===== src/rtl/cap_pkg.sv =====
package cap_pkg;

  typedef enum logic [1:0] {
    ST_IDLE = 2'd0,
    ST_WAIT = 2'd1,
    ST_POST = 2'd2
  } cap_state_e;

  localparam int DEC_CNT_W = 16;

  localparam logic [2:0] SRC_OFF    = 3'd0;
  localparam logic [2:0] SRC_NOW    = 3'd1;
  localparam logic [2:0] SRC_A_RISE = 3'd2;
  localparam logic [2:0] SRC_A_FALL = 3'd3;
  localparam logic [2:0] SRC_B_RISE = 3'd4;
  localparam logic [2:0] SRC_B_FALL = 3'd5;
  localparam logic [2:0] SRC_X_RISE = 3'd6;
  localparam logic [2:0] SRC_X_FALL = 3'd7;

  // Terminal count of the decimation counter: factor minus one.
  function automatic logic [DEC_CNT_W-1:0] dec_limit(input logic [2:0] sel);
    logic [4:0] sh;
    case (sel)
      3'd1:    sh = 5'd3;
      3'd2:    sh = 5'd6;
      3'd3:    sh = 5'd10;
      3'd4:    sh = 5'd13;
      3'd5:    sh = 5'd16;
      default: sh = 5'd0;
    endcase
    dec_limit = DEC_CNT_W'((32'd1 << sh) - 32'd1);
  endfunction

endpackage


===== src/rtl/cap_decim.sv =====
module cap_decim (
  input  logic       clk,
  input  logic       rst_n,
  input  logic       run,
  input  logic [2:0] sel,
  output logic       stb
);
  import cap_pkg::*;

  logic [DEC_CNT_W-1:0] cnt_q, cnt_d, lim;

  assign lim = dec_limit(sel);
  assign stb = run && (cnt_q == lim);

  always_comb begin
    cnt_d = cnt_q;
    if (!run || stb) cnt_d = '0;
    else             cnt_d = cnt_q + 1'b1;
  end

  always_ff @(posedge clk or negedge rst_n) begin
    if (!rst_n) cnt_q <= '0;
    else        cnt_q <= cnt_d;
  end

  // a strobe is never followed at once by another unless the factor is 1
  a_r3_strobe_gap: assert property (@(posedge clk) disable iff (!rst_n)
    (stb && lim != '0) |=> (!stb || lim == '0));

endmodule


===== src/rtl/cap_trig.sv =====
module cap_trig #(
  parameter int SMP_W = 14
) (
  input  logic             clk,
  input  logic             rst_n,
  input  logic             clr,
  input  logic             stb,
  input  logic [SMP_W-1:0] smp_a,
  input  logic [SMP_W-1:0] smp_b,
  input  logic [SMP_W-1:0] thr_a,
  input  logic [SMP_W-1:0] thr_b,
  input  logic             ext_in,
  input  logic [2:0]       code,
  output logic             hit
);
  import cap_pkg::*;

  localparam int NCH = 2;

  logic [NCH-1:0][SMP_W-1:0] smp_v, thr_v;
  logic [NCH-1:0] above, prev_q, prev_d, rise, fall;
  logic           valid_q, valid_d;
  logic [2:0]     sync_q;
  logic           x_rise, x_fall;
  logic           pend_r_q, pend_r_d, pend_f_q, pend_f_d;

  assign smp_v = {smp_b, smp_a};
  assign thr_v = {thr_b, thr_a};

  for (genvar ch = 0; ch < NCH; ch++) begin : g_ch
    assign above[ch] = $signed(smp_v[ch]) >= $signed(thr_v[ch]);
    assign rise[ch]  = valid_q & ~prev_q[ch] &  above[ch];
    assign fall[ch]  = valid_q &  prev_q[ch] & ~above[ch];
  end

  // sync_q[1:0] form the synchronizer, sync_q[2] holds the previous level
  assign x_rise =  sync_q[1] & ~sync_q[2];
  assign x_fall = ~sync_q[1] &  sync_q[2];

  always_comb begin
    prev_d   = prev_q;
    valid_d  = valid_q;
    pend_r_d = pend_r_q;
    pend_f_d = pend_f_q;
    if (clr) begin
      prev_d   = '0;
      valid_d  = 1'b0;
      pend_r_d = 1'b0;
      pend_f_d = 1'b0;
    end else if (stb) begin
      prev_d   = above;
      valid_d  = 1'b1;
      pend_r_d = 1'b0;
      pend_f_d = 1'b0;
    end else begin
      pend_r_d = pend_r_q | x_rise;
      pend_f_d = pend_f_q | x_fall;
    end
  end

  always_comb begin
    case (code)
      SRC_NOW:    hit = 1'b1;
      SRC_A_RISE: hit = rise[0];
      SRC_A_FALL: hit = fall[0];
      SRC_B_RISE: hit = rise[1];
      SRC_B_FALL: hit = fall[1];
      SRC_X_RISE: hit = pend_r_q | x_rise;
      SRC_X_FALL: hit = pend_f_q | x_fall;
      default:    hit = 1'b0;
    endcase
  end

  always_ff @(posedge clk or negedge rst_n) begin
    if (!rst_n) begin
      prev_q   <= '0;
      valid_q  <= 1'b0;
      sync_q   <= '0;
      pend_r_q <= 1'b0;
      pend_f_q <= 1'b0;
    end else begin
      prev_q   <= prev_d;
      valid_q  <= valid_d;
      sync_q   <= {sync_q[1:0], ext_in};
      pend_r_q <= pend_r_d;
      pend_f_q <= pend_f_d;
    end
  end

  // external edges seen while idle are dropped
  a_r7_idle_drop: assert property (@(posedge clk) disable iff (!rst_n)
    clr |=> (!pend_r_q && !pend_f_q));

  // no crossing before a first sample of the capture exists
  a_r6_need_prev: assert property (@(posedge clk) disable iff (!rst_n)
    clr |=> (rise == '0 && fall == '0));

endmodule


===== src/rtl/cap_seq.sv =====
module cap_seq #(
  parameter int SMP_W  = 14,
  parameter int ADDR_W = 14,
  parameter int DLY_W  = 32
) (
  input  logic              clk,
  input  logic              rst_n,
  input  logic              cfg_reset,
  input  logic              cfg_arm,
  input  logic              src_we,
  input  logic [2:0]        src_wdata,
  output logic [2:0]        src_rdata,
  input  logic [SMP_W-1:0]  thr_a,
  input  logic [SMP_W-1:0]  thr_b,
  input  logic [2:0]        dec_sel,
  input  logic [DLY_W-1:0]  trig_delay,
  input  logic [SMP_W-1:0]  smp_a,
  input  logic [SMP_W-1:0]  smp_b,
  input  logic              ext_trig,
  output logic              buf_we,
  output logic [ADDR_W-1:0] buf_addr,
  output logic [SMP_W-1:0]  buf_data_a,
  output logic [SMP_W-1:0]  buf_data_b,
  output logic [ADDR_W-1:0] wr_ptr_cur,
  output logic [ADDR_W-1:0] wr_ptr_trig
);
  import cap_pkg::*;

  cap_state_e        state_q, state_d;
  logic [2:0]        src_q, src_d;
  logic [DLY_W-1:0]  rem_q, rem_d;
  logic [ADDR_W-1:0] cur_q, cur_d, trg_q, trg_d;
  logic              active, stb, hit, fire;

  assign active = (state_q != ST_IDLE);

  cap_decim u_decim (
    .clk   (clk),
    .rst_n (rst_n),
    .run   (active && !cfg_reset),
    .sel   (dec_sel),
    .stb   (stb)
  );

  cap_trig #(.SMP_W(SMP_W)) u_trig (
    .clk    (clk),
    .rst_n  (rst_n),
    .clr    (!active),
    .stb    (stb),
    .smp_a  (smp_a),
    .smp_b  (smp_b),
    .thr_a  (thr_a),
    .thr_b  (thr_b),
    .ext_in (ext_trig),
    .code   (src_q),
    .hit    (hit)
  );

  assign fire = stb && hit && (state_q == ST_WAIT);

  always_comb begin
    state_d = state_q;
    src_d   = src_q;
    rem_d   = rem_q;
    cur_d   = cur_q;
    trg_d   = trg_q;
    if (cfg_reset) begin
      state_d = ST_IDLE;
      src_d   = SRC_OFF;
      rem_d   = '0;
      cur_d   = '0;
      trg_d   = '0;
    end else begin
      if (stb) cur_d = cur_q + 1'b1;
      case (state_q)
        ST_IDLE: if (cfg_arm) state_d = ST_WAIT;
        ST_WAIT: begin
          if (src_we) src_d = src_wdata;
          if (fire) begin
            src_d = SRC_OFF;
            trg_d = cur_q;
            if (trig_delay == '0) begin
              state_d = ST_IDLE;
            end else begin
              state_d = ST_POST;
              rem_d   = trig_delay;
            end
          end
        end
        ST_POST: if (stb) begin
          rem_d = rem_q - 1'b1;
          if (rem_q == DLY_W'(1)) state_d = ST_IDLE;
        end
        default: state_d = ST_IDLE;
      endcase
    end
  end

  always_ff @(posedge clk or negedge rst_n) begin
    if (!rst_n) begin
      state_q <= ST_IDLE;
      src_q   <= SRC_OFF;
      rem_q   <= '0;
      cur_q   <= '0;
      trg_q   <= '0;
    end else begin
      state_q <= state_d;
      src_q   <= src_d;
      rem_q   <= rem_d;
      cur_q   <= cur_d;
      trg_q   <= trg_d;
    end
  end

  assign buf_we      = stb;
  assign buf_addr    = cur_q;
  assign buf_data_a  = smp_a;
  assign buf_data_b  = smp_b;
  assign wr_ptr_cur  = cur_q;
  assign wr_ptr_trig = trg_q;
  assign src_rdata   = src_q;

  // each write advances the shared address by one, wrapping
  a_r4_ptr_step: assert property (@(posedge clk) disable iff (!rst_n)
    buf_we |=> wr_ptr_cur == ADDR_W'($past(wr_ptr_cur) + 1'b1));

  // no write, no movement
  a_r4_ptr_hold: assert property (@(posedge clk) disable iff (!rst_n)
    (!buf_we && !cfg_reset) |=> $stable(wr_ptr_cur));

  // the source register reads zero after a trigger
  a_r8_src_zero: assert property (@(posedge clk) disable iff (!rst_n)
    (state_q == ST_WAIT && buf_we && hit) |=> src_rdata == 3'd0);

  // the trigger address is frozen while post-trigger samples are stored
  a_r8_trig_hold: assert property (@(posedge clk) disable iff (!rst_n)
    (state_q == ST_POST && !cfg_reset) |=> $stable(wr_ptr_trig));

  // the post-trigger count never sits at zero while counting
  a_r9_rem_live: assert property (@(posedge clk) disable iff (!rst_n)
    (state_q == ST_POST) |-> rem_q != '0);

  // a reset pulse clears the pointers and halts writing
  a_r11_reset_clear: assert property (@(posedge clk) disable iff (!rst_n)
    cfg_reset |=> (wr_ptr_cur == '0 && wr_ptr_trig == '0 && !buf_we));

endmodule


===== config.mk =====
export PLATFORM = sky130hd
export DESIGN_NAME = cap_seq
export DESIGN_NICKNAME = d
export VERILOG_FILES = /design/src/rtl/cap_pkg.sv /design/src/rtl/cap_decim.sv /design/src/rtl/cap_trig.sv /design/src/rtl/cap_seq.sv
export SDC_FILE = /design/constraint.sdc
export NUM_CORES = 1
export LEC_CHECK = 0
export BUFFER_PORTS_ARGS = -buffer_cell sky130_fd_sc_hd__buf_4
export CORE_MARGIN = 2
export CORE_UTILIZATION = 30
export CTS_CLUSTER_SIZE = 25
export DETAILED_ROUTE_END_ITERATION = 10
export PLACE_DENSITY_LB_ADDON = 0.15
export SKIP_LAST_GASP = 1
export SYNTH_ARGS = -nofsm -noshare
export SYNTH_HDL_FRONTEND = slang
export SYNTH_SLANG_ARGS = --single-unit

===== constraint.sdc =====
create_clock -name clk -period 6.5 [get_ports clk]
set_input_delay 0.325 -clock clk [delete_from_list [all_inputs] [get_ports clk]]
set_output_delay 0.325 -clock clk [all_outputs]
set_load 0.005 [all_outputs]

Yosys cells after proc, flatten, opt, wreduce, memory -nomap -nowiden
Cells that the tools add are included.
{"block": "totals", "ff_bits": 89, "latch_bits": 0, "ram_bits": 0, "rom_bits": 0, "inputBits": 100, "out_inout_bits": 74, "wordCells": 109, "memories": 0}
{"block": "op_classes", "add_sub_neg": 4, "multipliers": 0, "div": 0, "magnitude_cmp": 2, "n_eq_ne": 22, "n_shift": 1, "mux": 32, "bitwise_logic": 18, "n_reduce_logical": 19}
{"cell": "32-bit two-way mux", "count": 4}
{"cell": "14-bit two-way mux", "count": 5}
{"cell": "32-bit case mux with 2 select lines", "count": 1}
{"cell": "32-bit by 1-bit == test with 1-bit output, second input constant", "count": 1}
{"cell": "32-bit zero test", "count": 1}
{"cell": "32-bit by 1-bit subtractor with 32-bit output, second input constant", "count": 1}
{"cell": "14-bit greater-or-equal comparator", "count": 2}
{"cell": "5-bit case mux with 5 select lines", "count": 1}
{"cell": "3-bit == test, second input constant", "count": 6}
{"cell": "16-bit by 1-bit adder with 16-bit output, second input constant", "count": 1}
{"cell": "16-bit == test", "count": 1}
{"cell": "16-bit two-way mux", "count": 1}
{"cell": "2-bit two-way mux", "count": 8}
{"cell": "1-bit by 5-bit left shift with 16-bit output, first input constant", "count": 1}
{"cell": "16-bit by 1-bit subtractor with 16-bit output, second input constant", "count": 1}
{"cell": "3-bit inequality test, second input constant", "count": 5}
{"cell": "14-bit by 1-bit adder with 14-bit output, second input constant", "count": 1}
{"cell": "3-bit by 2-bit == test with 1-bit output, second input constant", "count": 4}
{"cell": "3-bit two-way mux", "count": 4}
{"cell": "1-bit AND", "count": 10}
{"cell": "4-bit AND reduction", "count": 2}
{"cell": "2-bit nonzero test", "count": 4}
{"cell": "1-bit case mux with 7 select lines", "count": 1}
{"cell": "3-bit by 1-bit == test with 1-bit output, second input constant", "count": 2}
{"cell": "13 further kinds", "count": 30}

Longest topological paths before layout
{"block": "depth", "ltp_word": 11, "depth_mapped": 16}

By module
Synthesis repeated with hierarchy kept, for this count alone.
{"block": "unflattened", "cells_unflattened": 800, "area_unflattened_um2": 6767.7}
{"module": "cap_seq", "instances": 1, "cells_per_inst": 501, "area_per_inst_um2": 4141.5, "seq_area_each_um2": 1626.6}
{"module": "cap_decim", "instances": 1, "cells_per_inst": 138, "area_per_inst_um2": 1401.3, "seq_area_each_um2": 400.4}
{"module": "cap_trig", "instances": 1, "cells_per_inst": 161, "area_per_inst_um2": 1224.9, "seq_area_each_um2": 200.2}

Worst setup path after synthesis
OpenSTA, ideal clock, no wires.
{"block": "synth_timing", "kind": "in2reg", "startpoint": "input port dec_sel[1]", "endpoint": "register cur_q[13] (netlist: buf_addr[13])", "setup_ps": 132, "arrival_ps": 3264, "required_ps": 6368, "path_slack_ps": 3104, "path_stages": 14, "path_buffers": 4, "cell_sequence": "buf_6 -> clkbuf_1 -> nor3_1 -> a21oi_1 -> ha_1 -> clkbuf_1 -> o21ai_0 -> a222oi_1 -> o211ai_1 -> or4b_1 -> buf_2 -> or4_1 -> xor2_1 -> nor2_1"}
{"block": "synth_between", "elab_chain_len": 7, "elab_cells_between_ends": 11}
{"element": "from (decl)", "line_no": "cap_seq.sv:15", "text": "input logic [2:0] dec_sel,"}
{"element": "3-bit == test, or another cell as far along", "line_no": "cap_pkg.sv:23", "text": "case (sel)"}
{"element": "5-bit case mux with 5 select lines *", "line_no": "cap_pkg.sv:23"}
{"element": "1-bit by 5-bit left shift with 16-bit output *", "line_no": "cap_pkg.sv:31", "text": "dec_limit = DEC_CNT_W'((32'd1 << sh) - 32'd1);"}
{"element": "16-bit by 1-bit subtractor with 16-bit output *", "line_no": "cap_pkg.sv:31"}
{"element": "16-bit == test *", "line_no": "cap_decim.sv:13", "text": "assign stb = run && (cnt_q == lim);"}
{"element": "1-bit logical AND *", "line_no": "cap_decim.sv:13"}
{"element": "2-bit nonzero test (no source line) *"}
{"element": "to (signal assigned)", "line_no": "cap_seq.sv:110", "text": "cur_q <= cur_d;"}
{"element": "to (decl)", "line_no": "cap_seq.sv:32", "text": "logic [ADDR_W-1:0] cur_q, cur_d, trg_q, trg_d;"}
Every way passes the cells marked *; elsewhere a longest branch is shown, timed or not.
A chain may end at the register's enable or synchronous reset.

Final worst setup path
{"block": "layout_timing", "startpoint": "register u_decim.cnt_q[9]", "endpoint": "register rem_q[20]"}
{"block": "layout_between", "elab_chain_len": 6, "elab_cells_between_ends": 7}
{"element": "from (decl)", "line_no": "cap_decim.sv:10", "text": "logic [DEC_CNT_W-1:0] cnt_q, cnt_d, lim;"}
{"element": "from (signal assigned)", "line_no": "cap_decim.sv:23", "text": "else cnt_q <= cnt_d;"}
{"element": "16-bit == test *", "line_no": "cap_decim.sv:13"}
{"element": "1-bit logical AND *", "line_no": "cap_decim.sv:13"}
{"element": "1-bit logical AND (2 in a row)", "line_no": "cap_seq.sv:59", "text": "assign fire = stb && hit && (state_q == ST_WAIT);"}
{"element": "3-bit inequality test (no source line)"}
{"element": "4-bit AND reduction (no source line) *"}
{"element": "to (signal assigned)", "line_no": "cap_seq.sv:109", "text": "rem_q <= rem_d;"}
{"element": "to (decl)", "line_no": "cap_seq.sv:31", "text": "logic [DLY_W-1:0] rem_q, rem_d;"}
Marked as above.

==> impl_metrics.ini <==
[floorplanning]
initial_core_util = 0.305
row_count = 54
pin_count = 174
core_area_um2 = 21800
die_w_um = 153
die-area_um2 = 23300
chipHeight_um = 153

[worst_setup_path]
end_kind = flip-flop
path_class = flip-flop to flip-flop
arrival_ns = 4.06
max_stage_delay_ns = 0.64
cp_max_fo = 19
crit_slowest_cell = nand2_1
required_ns = 6.75
crit_chain = or4_1 > a222oi_1 > nand4_1 > nor2_1 > and3_1 > nand2_1 > o32ai_1
startpoint_type = flip-flop

[cts]
cts.sinks = 89
post_cts.repair.setup_buffers = 0
clk_pin_slew_ns = 0.08
cts_max_level = 3
cts_tree = done
clkLatencyLatePin_ns = 0.36
clock_path_buffers = 2
cts_inserted_buffers = 9
clockRootBuffer = clkbuf_16

[yosys]
syn_avg_cell_area_um2 = 7.95
yosysTopAreaCell = dfrtp_1
syn-cell-area_um2 = 6640
synth_cell_types = 66
syn_inst = 836
synthesis.nets = 969
yosysWarnings = 0
async_reset_ff_frac = 1.00
synth_edf_count = 0
yosysMostFrequentCell = dfrtp_1
ys_seq_area_frac = 0.335
netlist_top_cells_area = dfrtp_1 34%, ha_1 6.2%, a21oi_1 6.1%
synth_seq_cells = 89
synth_top_area_share = 0.335
synth-main-ff-cell = dfrtp_1
synthTopCellsByCount = 89 x dfrtp_1, 81 x a21oi_1, 77 x nor2_1

[status]
status = finished, final reports clean

[placed_design]
placedCellCount = 1211
place_congestion = 0.814
portBuffers = 173
dp_hpwl_um = 15000

[route]
postRouteAntennaNets = 0
dr.pass1.iters = 5
vias = 6564
drt-initial-drc-count = 364
drt_wl_total_um = 21100
wire_per_inst_um = 17.2
vias_per_cell = 5.35
drc = 0

[timing]
rsz0062_at_grt = false
slew_headroom = 0.352
period_share = 0.586
finalClockSkew_ns = 0.0103
setup_viol = 0
fmax_mhz = 262
min_period_ns = 3.81
slew_viol_final = 0
holdWs_ns = 0.0732
worstMarginPinSlew_ns = 0.963
fin_setup_tns_ns = 0
hold_viol_final = 0

[global_routing]
grt_max_degree = 67
grt_pass1_vias = 6317
antenna_found_initial = 0
track_usage = 0.178
grt_pass1_wl_um = 34100
grt-ovfl-total = 0

[power]
static-leakage-power_uw = 0.00378
vdd_drop_max_mv = 0.120
power_uw = 1350
power.density_nw_per_um2 = 165

[cells_and_area]
drive_gt1_frac = 0.222
antennaDiodeCount = 0
nNetsFinal = 1076
instances_no_fill = 1228
area_growth_pct = 23.3

[flow_run]
drv_cap = 0

[worst_hold_path]
min_path_type = input pin to flip-flop
## final timing paths
kind | cells past startpoint | startpoint | slack, ns | end
max | 7 | u_decim.cnt_q[9] | 2.69 | rem_q[20]
min | 1 | ext_trig | 0.07 | u_trig.sync_q[0]
max reg2reg | 7 | u_decim.cnt_q[9] | 2.69 | rem_q[20]
min reg2reg | 0 | u_trig.sync_q[0] | 0.36 | u_trig.sync_q[1]
max in group asynchronous | 3 | rst_n | 4.93 | buf_addr[0]
min in group asynchronous | 2 | rst_n | 0.52 | u_decim.cnt_q[4]
## layer usage
metal	vias up	track usage	part of all wire
met2	221	0.283	0.45
met4	0	0.0542	0.019
met1	3068	0.251	0.47
li1	3253	-	-
met3	22	0.0239	0.056
met5	-	0	0
## metrics by stage
step                 util  area (um2)  worst slack, ns
floorplan               -        6640             3.10
global placement    0.362        7880             2.59
detailed placement  0.362        7880             2.44
CTS                 0.377        8190             2.71
global route        0.377        8190             2.50
finish              0.377        8190             2.69
## layout make-up
cell class / count / area, um2
Fill cell: 2303 / 13600
Multi-Input combinational cell: 610 / 3740
Sequential cell: 89 / 2230
Timing Repair Buffer: 184 / 1380
Tap cell: 280 / 350
Clock buffer: 9 / 225
Inverter: 49 / 184
Clock inverter: 7 / 76.3
## logic make-up (layout without fill, tap and decap cells)
logic type,count (synthesis),in the layout,share of synthesized area
DFF,89,89,0.335
other,1,1,0.000565
muxes,1,1,0.00170
and+or+nand+nor,302,302,0.224
buffers and inverters,137,249,0.103
xor gates and xnor gates,29,29,0.0382
AOI/OAI and AO/OA,244,244,0.235
adders and majority gates,33,33,0.0622
## power by group
part           internal (uW)  switching, uW
logic                    104            140
registers                557           6.26
clock network            275            267
total                    937            414
## what timing repair did
item                       CTS  global route
setup endpoints to repair    0             0
hold buffers                 1             0
hold endpoints to repair     1             0
resized for setup            0             0
## layout by cell type (no fill, tap or decap), types with 3 or more instances in the layout
cell type	count
o311ai_0	23
nand2b_1	7
a21boi_0	3
dfrtp_1	89
nor4_1	18
or4_1	5
and4_1	3
o21ai_0	54
or2_2	4
nor2_1	77
nand2_1	57
o31ai_1	21
and2_1	3
a32o_1	3
a22oi_1	5
or3_1	3
xor2_1	18
a211oi_1	5
xnor2_1	11
and3_1	14
inv_1	49
nand3_1	58
a31oi_1	7
nor3_1	25
a21oi_1	81
nand4_1	15
clkbuf_16	9
ha_1	33
nor2b_1	4
a32oi_1	4
buf_4	183
o211ai_1	8
inv_8	3
## flip-flops by register name, indices dropped and copies added (netlist names)
name,count
buf_addr,14
rem_q,32
src_rdata,3
state_q,2
u_decim.cnt_q,16
u_trig.pend_f_q,1
u_trig.pend_r_q,1
u_trig.prev_q,2
u_trig.sync_q,3
u_trig.valid_q,1
wr_ptr_trig,14
## worst max-delay path: cells and delay by family, from the launching register on
family             cells  cell delay [ns]
and+or+nand+nor        5             2.29
DFF                    1             0.45
AOI/OAI and AO/OA      2             0.98
No activity file was read; power rests on OpenSTA's default activity.
